===== config.mk =====
export PLATFORM = sky130hd
export DESIGN_NAME = tps_twin_seq
export DESIGN_NICKNAME = d
export VERILOG_FILES = /design/src/rtl/tps_pkg.sv /design/src/rtl/tps_first_set.sv /design/src/rtl/tps_lane_cursor.sv /design/src/rtl/tps_twin_seq.sv
export SDC_FILE = /design/constraint.sdc
export NUM_CORES = 1
export LEC_CHECK = 0
export BUFFER_PORTS_ARGS = -buffer_cell sky130_fd_sc_hd__buf_2
export CAP_MARGIN = 10
export CELL_PAD_IN_SITES_DETAIL_PLACEMENT = 1
export CELL_PAD_IN_SITES_GLOBAL_PLACEMENT = 1
export CORE_UTILIZATION = 46
export CTS_CLUSTER_DIAMETER = 30
export CTS_CLUSTER_SIZE = 28
export DETAILED_ROUTE_END_ITERATION = 16
export GPL_ROUTABILITY_DRIVEN = 0
export PLACE_DENSITY_LB_ADDON = 0.1
export SLEW_MARGIN = 10
export SYNTH_ARGS = -nofsm -noshare
export SYNTH_HDL_FRONTEND = slang
export SYNTH_SLANG_ARGS = --single-unit

===== constraint.sdc =====
create_clock -name clk_i -period 11.05 [get_ports clk_i]
set_input_delay 1.6575 -clock clk_i [delete_from_list [all_inputs] [get_ports clk_i]]
set_output_delay 1.6575 -clock clk_i [all_outputs]
set_load 0.03 [all_outputs]

===== src/rtl/tps_pkg.sv =====
package tps_pkg;

   typedef enum logic [0:0] {
      SEQ_IDLE = 1'b0,
      SEQ_RUN  = 1'b1
   } seq_state_e;

   typedef struct packed {
      logic is_vec;
      logic zeroing;
   } side_mode_t;

   localparam int SIDE_SRC = 0;
   localparam int SIDE_DST = 1;
   localparam int N_SIDES  = 2;

endpackage


===== src/rtl/tps_first_set.sv =====
module tps_first_set #(
   parameter int N       = 16,
   parameter int IW      = 4,
   parameter bit ISOLATE = 1'b0
) (
   input  logic [N-1:0]  bits_i,
   output logic          found_o,
   output logic [IW-1:0] idx_o
);

   assign found_o = |bits_i;

   generate
      if (ISOLATE) begin : g_isolate
         // keep the lowest set bit only, then OR-encode its position
         logic [N-1:0] lowest;
         assign lowest = bits_i & (~bits_i + N'(1));
         always_comb begin
            idx_o = '0;
            for (int k = 0; k < N; k++) begin
               if (lowest[k]) idx_o = idx_o | IW'(k);
            end
         end
      end else begin : g_loop
         // downward scan: the last hit written is the lowest set bit
         always_comb begin
            idx_o = '0;
            for (int k = N - 1; k >= 0; k--) begin
               if (bits_i[k]) idx_o = IW'(k);
            end
         end
      end
   endgenerate

endmodule


===== src/rtl/tps_lane_cursor.sv =====
module tps_lane_cursor
   import tps_pkg::*;
#(
   parameter int N       = 16,
   parameter int IW      = 4,
   parameter int CW      = 5,
   parameter bit ISOLATE = 1'b0
) (
   input  logic          clk_i,
   input  logic          rst_ni,
   input  logic          clear_i,
   input  logic          run_i,
   input  logic          fire_i,
   input  side_mode_t    mode_i,
   input  logic [N-1:0]  mask_i,
   input  logic [CW-1:0] vl_i,
   output logic          ok_o,
   output logic [IW-1:0] idx_o,
   output logic          last_o,
   output logic          bit_o,
   output logic [CW-1:0] off_o
);

   logic [CW-1:0] cur_q;
   logic [CW-1:0] eff;
   logic [CW-1:0] adv;
   logic [N-1:0]  window;
   logic          scan_found;
   logic [IW-1:0] scan_idx;
   logic          skip_en;

   assign skip_en = mode_i.is_vec & ~mode_i.zeroing;

   // candidate elements: set in the mask, at or after the offset, below the length
   always_comb begin
      for (int k = 0; k < N; k++) begin
         window[k] = mask_i[k] && (CW'(k) >= cur_q) && (CW'(k) < vl_i);
      end
   end

   tps_first_set #(
      .N       (N),
      .IW      (IW),
      .ISOLATE (ISOLATE)
   ) u_scan (
      .bits_i  (window),
      .found_o (scan_found),
      .idx_o   (scan_idx)
   );

   assign eff    = skip_en ? CW'(scan_idx) : cur_q;
   assign ok_o   = skip_en ? scan_found : (cur_q < vl_i);
   assign adv    = mode_i.is_vec ? eff + CW'(1) : eff;
   assign last_o = mode_i.is_vec && (adv >= vl_i);
   assign idx_o  = eff[IW-1:0];
   assign bit_o  = mask_i[idx_o];
   assign off_o  = cur_q;

   always_ff @(posedge clk_i or negedge rst_ni) begin
      if (!rst_ni) begin
         cur_q <= '0;
      end else if (clear_i) begin
         cur_q <= '0;
      end else if (run_i) begin
         cur_q <= fire_i ? adv : eff;
      end
   end

endmodule


===== src/rtl/tps_twin_seq.sv =====
module tps_twin_seq
   import tps_pkg::*;
#(
   parameter int MAXVL        = 16,
   parameter int VL_IN_W      = 8,
   parameter bit ISOLATE_SCAN = 1'b0,
   localparam int IW = $clog2(MAXVL),
   localparam int CW = $clog2(MAXVL + 1)
) (
   input  logic               clk_i,
   input  logic               rst_ni,
   input  logic               start_i,
   input  logic [VL_IN_W-1:0] vl_i,
   input  logic [MAXVL-1:0]   src_mask_i,
   input  logic [MAXVL-1:0]   dst_mask_i,
   input  logic               src_vec_i,
   input  logic               dst_vec_i,
   input  logic               src_zero_i,
   input  logic               dst_zero_i,
   input  logic               step_ready_i,
   output logic               step_valid_o,
   output logic [IW-1:0]      step_src_idx_o,
   output logic [IW-1:0]      step_dst_idx_o,
   output logic               step_zero_o,
   output logic               busy_o,
   output logic               done_o,
   output logic [CW-1:0]      ctx_src_off_o,
   output logic [CW-1:0]      ctx_dst_off_o
);

   generate
      if (MAXVL < 2 || MAXVL > 64 || (MAXVL & (MAXVL - 1)) != 0) begin : g_bad_maxvl
         $error("MAXVL must be a power of two from 2 to 64");
      end
      if (VL_IN_W < CW) begin : g_bad_vlw
         $error("VL_IN_W too narrow for MAXVL");
      end
   endgenerate

   seq_state_e                          state_q;
   logic [CW-1:0]                       vl_q;
   logic [CW-1:0]                       vl_clamped;
   logic [N_SIDES-1:0][MAXVL-1:0]       mask_q;
   side_mode_t [N_SIDES-1:0]            mode_q;
   logic                                done_q;

   logic                                accept;
   logic                                running;
   logic                                fire;
   logic                                finish;
   logic                                both_ok;

   logic [N_SIDES-1:0]                  side_ok;
   logic [N_SIDES-1:0]                  side_last;
   logic [N_SIDES-1:0]                  side_bit;
   logic [N_SIDES-1:0][IW-1:0]          side_idx;
   logic [N_SIDES-1:0][CW-1:0]          side_off;

   assign running = (state_q == SEQ_RUN);
   assign accept  = start_i && !running;

   // the requested length is truncated into 1..MAXVL
   always_comb begin
      if (vl_i == '0) begin
         vl_clamped = CW'(1);
      end else if (vl_i > VL_IN_W'(MAXVL)) begin
         vl_clamped = CW'(MAXVL);
      end else begin
         vl_clamped = vl_i[CW-1:0];
      end
   end

   always_ff @(posedge clk_i or negedge rst_ni) begin
      if (!rst_ni) begin
         vl_q   <= CW'(1);
         mask_q <= '0;
         mode_q <= '0;
      end else if (accept) begin
         vl_q             <= vl_clamped;
         mask_q[SIDE_SRC] <= src_mask_i;
         mask_q[SIDE_DST] <= dst_mask_i;
         mode_q[SIDE_SRC] <= '{is_vec: src_vec_i, zeroing: src_zero_i};
         mode_q[SIDE_DST] <= '{is_vec: dst_vec_i, zeroing: dst_zero_i};
      end
   end

   generate
      for (genvar s = 0; s < N_SIDES; s++) begin : g_side
         tps_lane_cursor #(
            .N       (MAXVL),
            .IW      (IW),
            .CW      (CW),
            .ISOLATE (ISOLATE_SCAN)
         ) u_cursor (
            .clk_i   (clk_i),
            .rst_ni  (rst_ni),
            .clear_i (!running || finish),
            .run_i   (running),
            .fire_i  (fire),
            .mode_i  (mode_q[s]),
            .mask_i  (mask_q[s]),
            .vl_i    (vl_q),
            .ok_o    (side_ok[s]),
            .idx_o   (side_idx[s]),
            .last_o  (side_last[s]),
            .bit_o   (side_bit[s]),
            .off_o   (side_off[s])
         );
      end
   endgenerate

   assign both_ok = &side_ok;
   assign fire    = running && both_ok && step_ready_i;

   // end: a scan ran dry, or the accepted step exhausts an index or fills a scalar
   assign finish = running &&
                   (!both_ok ||
                    (fire && (!mode_q[SIDE_DST].is_vec || (|side_last))));

   always_ff @(posedge clk_i or negedge rst_ni) begin
      if (!rst_ni) begin
         state_q <= SEQ_IDLE;
         done_q  <= 1'b0;
      end else begin
         done_q <= finish;
         if (accept) begin
            state_q <= SEQ_RUN;
         end else if (finish) begin
            state_q <= SEQ_IDLE;
         end
      end
   end

   assign step_valid_o   = running && both_ok;
   assign step_src_idx_o = side_idx[SIDE_SRC];
   assign step_dst_idx_o = side_idx[SIDE_DST];
   assign step_zero_o    = (mode_q[SIDE_SRC].zeroing && !side_bit[SIDE_SRC]) ||
                           (mode_q[SIDE_DST].zeroing && !side_bit[SIDE_DST]);
   assign busy_o         = running;
   assign done_o         = done_q;
   assign ctx_src_off_o  = side_off[SIDE_SRC];
   assign ctx_dst_off_o  = side_off[SIDE_DST];

endmodule


==> flow_summary.toml <==
[pwr]
leakage_nw = 2.32
pwr_density_cell_nw_per_um2 = 304
max-vdd-ir-drop_mv = 0.110

[logic_synthesis]
synthFlopType = "dfrtp_1"
yosys.area.top_type = "dfrtp_1"
synth_cell_type_count = 80
yosysMostFrequentCell = "nand2_1"
postSynthAreaPerCell_um2 = 7.89
synth-seq-area-share_pct = 29.9
synth_top_area_share_pct = 29.4
synth_nets = 630
netlist_instances = 562
synth-seq-cells = 53
synth-edff-count = 0
synth_warnings = 0
synthesis.area_um2 = 4430
ys_async_sr_fraction_pct = 100
synth_common_cells = "138 x nand2_1, 52 x dfrtp_1, 26 x clkbuf_1, 22 x nand3_1, 22 x o21ai_0"
synthTopCellsByArea = "dfrtp_1 29%, nand2_1 12%, ha_1 5.6%, a21o_1 2.7%, nand3_1 2.5%"

[floorplanning]
row_count = 35
dieArea_um2 = 10000
io_pins = 70
chipHeight_um = 100
start_util_pct = 47.7
die_w_um = 100
core-area_um2 = 9280

[cts]
clk_pin_slew_ns = 0.11
clock_sinks = 53
cts_root_buf = "clkbuf_8"
clock_latency_ns = 0.31
numCtsBuffers = 5
ctsLongestPathBuffers = 2
cts_resized = 0
holdBufCountCts = 0
cts_tree = "yes"
cts-htree-levels = 2
postCtsSetupRepairBufs = 0

[global_route]
grt_pass1_vias = 4705
antenna_found_initial = 0
grt_max_degree = 54
gr-usage-all-layers_pct = 31.4
overflow = 0
grt_first_pass_wirelength_um = 24600

[timing]
finClkSkew_ns = 0.0102
fin_crit_ns = 6.01
timing.final.ws_setup_ns = 5.04
setup_tns_ns = 0
slew_headroom_pct = 21.1
drv_slew = 0
rsz0062_at_grt = "false"
finalSetupViolations = 0
finalCritPeriodShare_pct = 54.4
hold_viol_final = 0
tightest_slew_ns = 1.18
fmax_mhz = 166

[drt]
first_iter_violations = 305
drc = 0
wl_um = 15100
ant_nets = 0
vias_per_cell = 6.34
via_count = 4649
routedWlPerCell_um = 20.7
drt-pass1-iter-count = 4

[setup_path]
arrival_ns = 4.35
crit_fanout = 18
crit_top_cell = "mux2i_1"
required_ns = 9.39
cp_top_family = "compound AO/OA/AOI/OAI gates"
cpPeakStageDelay_ns = 0.90
cp-start-kind = "register"
critPathSlowestCell = "a21oi_1"
critical_path_class = "reg -> out"
rr_startpoint = "vl_q[4]$_DFFE_PN0P_"
crit_path_cell_trace = "or2_0 -> o2111ai_1 -> o311ai_0 -> a211o_1 -> a21oi_1 -> mux2i_1 -> mux2i_1 -> a22o_1 -> o22ai_1 -> buf_2"
end_kind = "output pin"
cp_num_buf_inv = 1
cp-startpoint = "vl_q[4]$_DFFE_PN0P_"

[hold_path]
hp-start = "mask_q[7]$_DFFE_PN0P_"
hp-class = "reg -> reg"

[place]
placed_cell_area_um2 = 4800
hpwl_um = 11400
dp_slack_ns = 5.52
portBuffers = 69

[flow_run]
max-cap-violations = 0

[cells_and_area]
design_area_um2 = 4910
final_nets = 672
regArea_um2 = 1330
n_fill_cell = 1208
final_layout_size_suffix_gt1_share_pct = 16.9
diodes = 0
multi_input_area_um2 = 2870
area_growth_pct = 10.8

[outcome]
status = "finished, final reports clean"
-- cell families after synthesis --
logic type / count (synthesis) / synth area share, %
xor gates and xnor gates: 7 / 1.38
and+or+nand+nor: 267 / 29.6
buffers and inverters: 57 / 5.31
DFF: 53 / 29.9
adders and majority gates: 20 / 5.64
AOI/OAI and AO/OA: 143 / 24.3
muxes: 15 / 3.81
-- where the power goes --
group          total [W]  leakage, nW  internal, W  switching, W
Sequential      0.000404        0.668     0.000269      0.000136
Combinational   0.000949         1.60     0.000361      0.000588
Clock           0.000138       0.0546    0.0000673     0.0000711
-- sequential cells by signal (all words and copies together), names as in the netlist --
signal and flops:
mask_q 32, g_side.u_cursor.off_o 10, vl_q 5, mode_q 4, busy_o 1, done_o 1
-- worst paths after layout --
kind                                                           endpoint  slack (ns)  depth (start not counted)
worst min-delay path                              mask_q[7]$_DFFE_PN0P_        0.53                          2
max in group asynchronous                        mask_q[20]$_DFFE_PN0P_        9.13                          2
worst max-delay path                                        step_zero_o        5.04                         10
worst min register to register                    mask_q[7]$_DFFE_PN0P_        0.53                          2
min in group asynchronous       g_side[0].u_cursor.off_o[3]$_DFFE_PN0P_        1.46                          2
worst max register to register  g_side[1].u_cursor.off_o[2]$_DFFE_PN0P_        5.49                         16
-- through the flow --
| step | power (W) | cells | hold slack, ns | utilization [%] |
|---|---|---|---|---|
| final | 0.00149 | 733 | 0.529 | 52.9 |
| after global routing | 0.00160 | 733 | 0.557 | 52.9 |
| after CTS | 0.00148 | 733 | 0.530 | 52.9 |
| after detailed placement | 0.00134 | 726 | 0.501 | 51.8 |
| after floorplan | 0.00107 | 562 | 0.454 | - |
| after global placement | 0.00130 | 726 | 0.486 | 51.8 |
-- cell usage in the layout (no fill, tap or decap), types with 6 or more instances in the layout --
master and instances:
dfrtp_1 52, a31oi_1 8, and4_1 6, o21ai_0 22, and3_1 6, nand4_1 10, a21oi_1 16, inv_1 16
nor2b_1 9, a21o_1 16, buf_2 69, and2_1 7, nor3_1 16, mux2i_1 9, nand2_1 138, a221oi_1 6
nand3_1 22, o31ai_1 6, nand2b_1 11, nor2_1 13, ha_1 20
-- layout make-up --
cell class                      instances  area share, %
Inverter                               20           1.53
Clock inverter                          2          0.790
Sequential cell                        53           27.0
Timing Repair Buffer                   72           7.49
Clock buffer                            5           1.40
Multi-Input combinational cell        452           58.5
Tap cell                              129           3.29
-- worst reg2reg max path, stage by stage (launching register included) --
cell and delay (ns):
dfrtp_1 0.58, or2_0 0.46, o2111ai_1 0.48, o311ai_0 0.29, a211o_1 0.34, a21oi_1 0.90
ha_1 0.40, mux2_2 0.28, ha_1 0.28, a21o_1 0.16, a21o_1 0.17, a21oi_1 0.14
nor2b_1 0.06, o21ai_0 0.15, a41o_1 0.26, nand2_1 0.27, nor3_1 0.28
-- routing by layer --
| metal | share of wire [%] | global-route usage [%] | routed length (um) | vias up |
|---|---|---|---|---|
| li1 | - | - | - | 2130 |
| met1 | 45 | 43.1 | 6880 | 2302 |
| met2 | 47 | 50.8 | 7080 | 188 |
| met3 | 5.4 | 4.18 | 823 | 29 |
| met4 | 2.4 | 11.5 | 371 | 0 |
| met5 | 0 | 0 | 0 | - |
No activity file was read; power rests on OpenSTA's default activity.
